`config.mk`:
```
export PLATFORM = sky130hd
export DESIGN_NAME = st_ahb_store
export DESIGN_NICKNAME = d
export VERILOG_FILES = /design/src/rtl/st_ahb_pkg.sv /design/src/rtl/st_ahb_region_attr.sv /design/src/rtl/st_ahb_align_chk.sv /design/src/rtl/st_ahb_lane_place.sv /design/src/rtl/st_ahb_store.sv
export SDC_FILE = /design/constraint.sdc
export NUM_CORES = 1
export LEC_CHECK = 0
export ABC_AREA = 1
export ABC_CLOCK_PERIOD_IN_PS = 2650
export BUFFER_PORTS_ARGS = -buffer_cell sky130_fd_sc_hd__clkbuf_2
export CORE_MARGIN = 4
export CORE_UTILIZATION = 50
export DETAILED_ROUTE_END_ITERATION = 8
export PLACE_DENSITY_LB_ADDON = 0.25
export SYNTH_ARGS = -nofsm -noshare
export SYNTH_HDL_FRONTEND = slang
export SYNTH_HIERARCHICAL = 1
export SYNTH_SLANG_ARGS = --single-unit
```
`constraint.sdc`:
```
create_clock -name clk -period 2.65 [get_ports clk]
set_input_delay 0.1325 -clock clk [delete_from_list [all_inputs] [get_ports clk]]
set_output_delay 0.1325 -clock clk [all_outputs]
set_load 0.01 [all_outputs]
```
`src/rtl/st_ahb_pkg.sv`:
```
package st_ahb_pkg;

   typedef enum logic [1:0] {
      ST_IDLE = 2'd0,
      ST_BUS  = 2'd1,
      ST_GAP  = 2'd2,
      ST_MIS  = 2'd3
   } stw_state_e;

   localparam logic [1:0] HTRANS_IDLE   = 2'b00;
   localparam logic [1:0] HTRANS_NONSEQ = 2'b10;
   localparam logic [2:0] HSIZE_BYTE    = 3'd0;

endpackage

```
`src/rtl/st_ahb_region_attr.sv`:
```
module st_ahb_region_attr #(
   parameter  int RB = 4,
   localparam int NR = 1 << RB
) (
   input  logic          clk,
   input  logic          rst_n,
   input  logic          cfg_we,
   input  logic [NR-1:0] cfg_side_fx,
   input  logic [RB-1:0] region_idx,
   output logic          side_fx
);

   generate
      if (RB < 1 || RB > 8) begin : g_bad_rb
         $error("st_ahb_region_attr: RB must lie in 1..8");
      end
   endgenerate

   logic [NR-1:0] attr_q;

   always_ff @(posedge clk or negedge rst_n) begin
      if (!rst_n)      attr_q <= '0;
      else if (cfg_we) attr_q <= cfg_side_fx;
   end

   assign side_fx = attr_q[region_idx];

   AST_ATTR_LOAD: assert property (@(posedge clk) disable iff (!rst_n)
      cfg_we |=> attr_q == $past(cfg_side_fx)) else $error("attr load");

   AST_ATTR_KEEP: assert property (@(posedge clk) disable iff (!rst_n)
      !cfg_we |=> $stable(attr_q)) else $error("attr keep");

endmodule

```
`src/rtl/st_ahb_align_chk.sv`:
```
module st_ahb_align_chk #(
   parameter  int DW = 32,
   localparam int NL = DW / 8,
   localparam int LG = $clog2(NL)
) (
   input  logic [1:0]    size_code,
   input  logic [LG-1:0] addr_lo,
   output logic [2:0]    size_eff,
   output logic [LG-1:0] nbm1,
   output logic          unal
);

   generate
      if (DW < 16 || (DW % 8) != 0 || (1 << LG) != NL) begin : g_bad_dw
         $error("st_ahb_align_chk: DW must be a power-of-two byte count of at least 16");
      end
   endgenerate

   int sc;

   always_comb begin
      sc       = (int'(size_code) > LG) ? LG : int'(size_code);
      size_eff = 3'(sc);
      nbm1     = LG'((1 << sc) - 1);
      unal     = |(addr_lo & nbm1);
   end

endmodule

```
`src/rtl/st_ahb_lane_place.sv`:
```
module st_ahb_lane_place #(
   parameter  int DW = 32,
   localparam int NL = DW / 8,
   localparam int LG = $clog2(NL)
) (
   input  logic [DW-1:0] src,
   input  logic [LG-1:0] off,
   input  logic [LG-1:0] nbm1,
   output logic [DW-1:0] lanes
);

   logic [DW-1:0] shifted;

   assign shifted = src << {off, 3'b000};

   generate
      for (genvar i = 0; i < NL; i++) begin : g_lane
         logic hit;
         always_comb hit = (i >= int'(off)) && ((i - int'(off)) <= int'(nbm1));
         assign lanes[8*i +: 8] = hit ? shifted[8*i +: 8] : 8'h00;
      end
   endgenerate

endmodule

```
`src/rtl/st_ahb_store.sv`:
```
module st_ahb_store
   import st_ahb_pkg::*;
#(
   parameter  int AW = 32,
   parameter  int DW = 32,
   parameter  int RB = 4,
   localparam int NR = 1 << RB,
   localparam int NL = DW / 8,
   localparam int LG = $clog2(NL)
) (
   input  logic          clk,
   input  logic          rst_n,
   input  logic          cfg_we,
   input  logic [NR-1:0] cfg_side_fx,
   input  logic          st_valid,
   output logic          st_ready,
   input  logic [AW-1:0] st_addr,
   input  logic [1:0]    st_size,
   input  logic [DW-1:0] st_data,
   output logic          done_valid,
   output logic          done_bus_err,
   output logic          done_misalign,
   output logic [AW-1:0] haddr,
   output logic [1:0]    htrans,
   output logic          hwrite,
   output logic [2:0]    hsize,
   output logic [DW-1:0] hwdata,
   input  logic          hready,
   input  logic          hresp
);

   generate
      if (AW < RB + LG) begin : g_bad_aw
         $error("st_ahb_store: AW too small for region and lane bits");
      end
   endgenerate

   stw_state_e    st_q;
   logic [AW-1:0] base_q;
   logic [DW-1:0] data_q;
   logic [2:0]    hsize_q;
   logic [LG-1:0] nbm1_q, last_q, a_idx, d_idx;
   logic          split_q, a_act, d_act, err_q;

   logic [2:0]    al_size;
   logic [LG-1:0] al_nbm1;
   logic          al_unal, fx_hit;

   st_ahb_region_attr #(.RB(RB)) u_attr (
      .clk         (clk),
      .rst_n       (rst_n),
      .cfg_we      (cfg_we),
      .cfg_side_fx (cfg_side_fx),
      .region_idx  (st_addr[AW-1 -: RB]),
      .side_fx     (fx_hit)
   );

   st_ahb_align_chk #(.DW(DW)) u_align (
      .size_code (st_size),
      .addr_lo   (st_addr[LG-1:0]),
      .size_eff  (al_size),
      .nbm1      (al_nbm1),
      .unal      (al_unal)
   );

   logic abort, issue;
   assign abort = d_act && hresp;
   assign issue = a_act && !abort;

   always_ff @(posedge clk or negedge rst_n) begin
      if (!rst_n) begin
         st_q    <= ST_IDLE;
         base_q  <= '0;
         data_q  <= '0;
         hsize_q <= '0;
         nbm1_q  <= '0;
         last_q  <= '0;
         split_q <= 1'b0;
         a_act   <= 1'b0;
         d_act   <= 1'b0;
         a_idx   <= '0;
         d_idx   <= '0;
         err_q   <= 1'b0;
      end else begin
         case (st_q)
            ST_IDLE: begin
               if (st_valid) begin
                  base_q  <= st_addr;
                  data_q  <= st_data;
                  hsize_q <= al_size;
                  nbm1_q  <= al_nbm1;
                  split_q <= al_unal;
                  last_q  <= al_unal ? al_nbm1 : '0;
                  err_q   <= 1'b0;
                  a_idx   <= '0;
                  d_act   <= 1'b0;
                  if (al_unal && fx_hit) begin
                     st_q <= ST_MIS;
                  end else begin
                     a_act <= 1'b1;
                     st_q  <= ST_BUS;
                  end
               end
            end
            ST_BUS: begin
               if (abort) err_q <= 1'b1;
               if (hready) begin
                  d_act <= issue;
                  d_idx <= a_idx;
                  if (abort) begin
                     a_act <= 1'b0;
                  end else if (a_act) begin
                     if (a_idx == last_q) a_act <= 1'b0;
                     else                 a_idx <= a_idx + 1'b1;
                  end
                  if (!issue) st_q <= ST_GAP;
               end
            end
            ST_GAP, ST_MIS: st_q <= ST_IDLE;
            default:        st_q <= ST_IDLE;
         endcase
      end
   end

   // Bus side
   logic [LG-1:0] d_lo;
   logic [DW-1:0] lane_src;
   logic [LG-1:0] lane_off, lane_nbm1;

   assign d_lo      = base_q[LG-1:0] + d_idx;
   assign lane_src  = split_q ? (data_q >> {d_idx, 3'b000}) : data_q;
   assign lane_off  = split_q ? d_lo : base_q[LG-1:0];
   assign lane_nbm1 = split_q ? '0 : nbm1_q;

   st_ahb_lane_place #(.DW(DW)) u_lanes (
      .src   (lane_src),
      .off   (lane_off),
      .nbm1  (lane_nbm1),
      .lanes (hwdata)
   );

   assign htrans = (st_q == ST_BUS && issue) ? HTRANS_NONSEQ : HTRANS_IDLE;
   assign hwrite = (htrans == HTRANS_NONSEQ);
   assign haddr  = split_q ? (base_q + AW'(a_idx)) : base_q;
   assign hsize  = split_q ? HSIZE_BYTE : hsize_q;

   // Requester side
   assign st_ready      = (st_q == ST_IDLE);
   assign done_valid    = (st_q == ST_GAP) || (st_q == ST_MIS);
   assign done_bus_err  = (st_q == ST_GAP) && err_q;
   assign done_misalign = (st_q == ST_MIS);

   AST_DONE_BUS_IDLE: assert property (@(posedge clk) disable iff (!rst_n)
      done_valid |-> htrans == HTRANS_IDLE) else $error("no idle on done");

   AST_SPLIT_ASCEND: assert property (@(posedge clk) disable iff (!rst_n)
      (htrans == HTRANS_NONSEQ && hsize == HSIZE_BYTE &&
       $past(htrans == HTRANS_NONSEQ && hready))
      |-> haddr == $past(haddr) + AW'(1)) else $error("split order");

   AST_MIS_NO_BUS: assert property (@(posedge clk) disable iff (!rst_n)
      (done_valid && done_misalign)
      |-> (htrans == HTRANS_IDLE && $past(htrans) == HTRANS_IDLE)) else $error("misalign on bus");

   AST_DONE_EXCL: assert property (@(posedge clk) disable iff (!rst_n)
      done_valid |-> !(done_bus_err && done_misalign)) else $error("both flags");

   AST_ERR_STOPS: assert property (@(posedge clk) disable iff (!rst_n)
      (d_act && hresp && hready) |=> (htrans == HTRANS_IDLE && done_valid)) else $error("beat after error");

   AST_BUSY_NOT_READY: assert property (@(posedge clk) disable iff (!rst_n)
      (htrans != HTRANS_IDLE || done_valid) |-> !st_ready) else $error("ready while busy");

   AST_ADDR_HOLD: assert property (@(posedge clk) disable iff (!rst_n)
      (htrans == HTRANS_NONSEQ && !hready) |=> $stable(haddr)) else $error("addr moved");

   AST_DATA_HOLD: assert property (@(posedge clk) disable iff (!rst_n)
      (d_act && !hready) |=> $stable(hwdata)) else $error("data moved");

endmodule

```
==> metrics.cfg <==
[finish]
finalInstanceArea_mm2=0.00873
multi_input_area_mm2=0.00383
final-seq-area_mm2=0.00243
fin_cells=1400
n_antenna_cell=0
fillers=1248
mostFrequentLayoutCells=410 x nand2_1, 144 x clkbuf_2, 96 x dfrtp_1
final_common_cell=nand2_1
nNetsFinal=1320
drive_gt1_frac=0.221
area_growth_pct=29.0

[sta]
maxSlewViolCount=0
max_freq_mhz=374
slew_headroom=0.457
hold_viol=0
tns_ns=-0.0789
rsz0062_at_grt=true
fin_ws_ns=-0.0232
skew_ns=0.00563
fin_crit_sh=1.01
setup_violations=8
worstMarginPinSlew_ns=0.814
period_needed_ns=2.67

[synthesis]
ys.flop_type=dfrtp_1
synthCells=1026
yosysWarnings=6
synth_nets=1127
ys_seq_area_frac=0.359
avgSynthCellArea_um2=6.60
syn_area_mm2=0.00677
synth-seq-cells=97
async_reset_ff_frac=1.00
synth-edff-count=0
netlist-cell-type-count=41

[grt]
grt_overflow=0
grt_pass1_vias=6551
antenna_found_initial=0
grt_start_max_net_pins=66
grtUsageTotal=0.251
grt_first_pass_wirelength_um=32600

[worst_setup_path]
crit_buf_inv=4
slowest_delay_ns=0.39
r2r-end=data_q[6]$_DFFE_PN0P_
r2r-start=st_q[1]$_DFFE_PN0P_
worstPathMaxFanout=8
crit_slowest_cell=dfrtp_1
cp_top_family=adder cells
endpoint=hwdata[18]
crit_type=reg -> out
worstPathArrival_ns=2.54
crit_path_start=base_q[0]$_DFFE_PN0P_
regToRegSetupSlack_ns=0.86
rr_worst_depth=6
cp_data_required_time_ns=2.52
setup.worst_path.start_class=flop
worstPathCellList=ha_2 > a21oi_2 > o21ai_1 > xor2_1 > buf_4 > inv_4 > ha_4 > inv_2 > ha_4 > nand2_2 > nand2_2 > nand2_4 > nand2_8 > nor2_4 > buf_6
end_kind=output port
cp.depth=15

[floorplanning]
core_area_mm2=0.0132
die_width_um=124
start_util=0.511
io_pins=162
fp-row-count=42
die_h_um=124
die_area_mm2=0.0155

[clock_tree]
cts.path.max_buffers=2
ctsRootBufferMaster=clkbuf_16
clk_pin_slew_ns=0.07
cts_tree=yes
clk-insertion-delay-late_ns=0.34
cts_made_buffers=9
h-tree-depth=3
cts.sinks=97

[placement]
hpwlAfterDp_um=14200
gp_congestion=0.928
port_buffers=160
dpl_cell_area_mm2=0.00768
dpl.cell_count=1329

[pwr]
vdd_ir_drop_max_v=0.000809
totalPowerFinal_mw=12.3
p_leak_nw=4.60
powerDensity_mw_per_mm2=1410

[detailed_routing]
drt_iter0_markers=629
postRouteAntennaNets=0
wirelength_um=19900
wire_per_inst_um=14.2
drt-vias-per-instance=5.13
drc_errors=0
routed-via-count=7179
firstDrtPassIters=7

[job]
drv_cap=0

[hold_path]
hp-class=in -> reg

[outcome]
status=finished, violations left
violations=negative setup slack

## metrics by stage
stage / hold slack [ns] / utilization / worst slack, ns
2_1_floorplan: -0.163 / - / 0.000176
3_3_place_gp: 0.216 / 0.580 / 0.115
3_5_place_dp: 0.217 / 0.580 / 0.0305
4_1_cts: 0.000108 / 0.648 / -0.0313
5_1_grt: 0.00536 / 0.659 / -0.162
6_report: 0.00328 / 0.659 / -0.0232
## logic make-up (layout without fill, tap and decap cells)
| group | Yosys count | count (layout) | share of synthesized area |
|---|---|---|---|
| other | 2 | 2 | 0.00111 |
| XOR/XNOR | 22 | 22 | 0.0285 |
| AO/OA/AOI/OAI | 100 | 100 | 0.0828 |
| flip-flops | 97 | 97 | 0.359 |
| adder cells (fa/ha/maj) | 13 | 13 | 0.0251 |
| buffers and inverters | 149 | 347 | 0.106 |
| AND/OR/NAND/NOR | 643 | 643 | 0.398 |
## worst min-delay path by stage
stage	from	to	slack (ns)	cells after the start
after floorplan	rst_n	a_act$_DFFE_PN0P_	-0.16	0
after global placement	rst_n	data_q[0]$_DFFE_PN0P_	0.22	1
after detailed placement	rst_n	data_q[5]$_DFFE_PN0P_	0.22	1
after CTS	st_data[14]	data_q[14]$_DFFE_PN0P_	0.0001	3
after global routing	st_data[4]	data_q[4]$_DFFE_PN0P_	0.005	3
final	st_addr[12]	base_q[12]$_DFFE_PN0P_	0.003	3
## state kept, by name (all words and copies together) (netlist names)
register / cells
a_act: 1
nbm1_q: 2
err_q: 1
hsize_q: 3
u_attr/attr_q: 16
d_act: 1
data_q: 32
st_q: 2
last_q: 2
split_q: 1
base_q: 32
a_idx: 2
d_idx: 2
## report_power, final
group	internal, mW	switching [mW]
clock network	0.865	0.589
registers	2.08	0.583
logic	3.06	5.10
total	6.00	6.27
## tightest hold or removal path, stage by stage
cell	delay, ns
clkbuf_2	0.08
nand2_1	0.05
nand2_1	0.06
## metal layers
metal | vias up | GRT usage | wire [um]
li1 | 3600 | - | -
met1 | 3295 | 0.377 | 9410
met2 | 263 | 0.377 | 8910
met3 | 21 | 0.0480 | 1360
met4 | 0 | 0.0561 | 276
met5 | - | 0 | 0
## cell usage after synthesis, types with 5 or more instances
cell type  count  share of area
a221oi_1       8          0.010
nand3_1       72          0.053
o21ai_1       15          0.011
o22ai_1       10         0.0092
ha_1          12          0.022
nor3_1        10         0.0074
nor2_4         5         0.0083
nand2_1      417           0.23
clkbuf_1      10         0.0055
buf_2         18          0.013
a21oi_1       21          0.016
inv_2          7         0.0039
xor2_1        13          0.017
nor2_1       102          0.057
dfrtp_1       97           0.36
nand3_2        5         0.0074
nand4_1        9         0.0083
nor2_2         5         0.0046
o21ai_0       40          0.030
buf_4          9          0.010
xnor2_1        9          0.012
inv_1         89          0.049
buf_6          9          0.015
nand2_2       13          0.012
## area by class of cell
class	instances	area share
Multi-Input combinational cell	780	0.439
Sequential cell	97	0.278
Timing Repair Buffer	228	0.172
Inverter	102	0.0463
Clock buffer	10	0.0274
Tap cell	176	0.0252
Clock inverter	6	0.0107
Timing Repair inverter	1	0.000573
## timing repair
action,4_1_cts,5_1_grt
setup buffers,3,1
hold buffers,50,0
resized for setup,9,47
hold endpoints to repair,97,0
pin swaps,11,6
gates cloned,0,1
endpoints found under the setup margin,28,42
No activity file was read; power rests on OpenSTA's default activity.
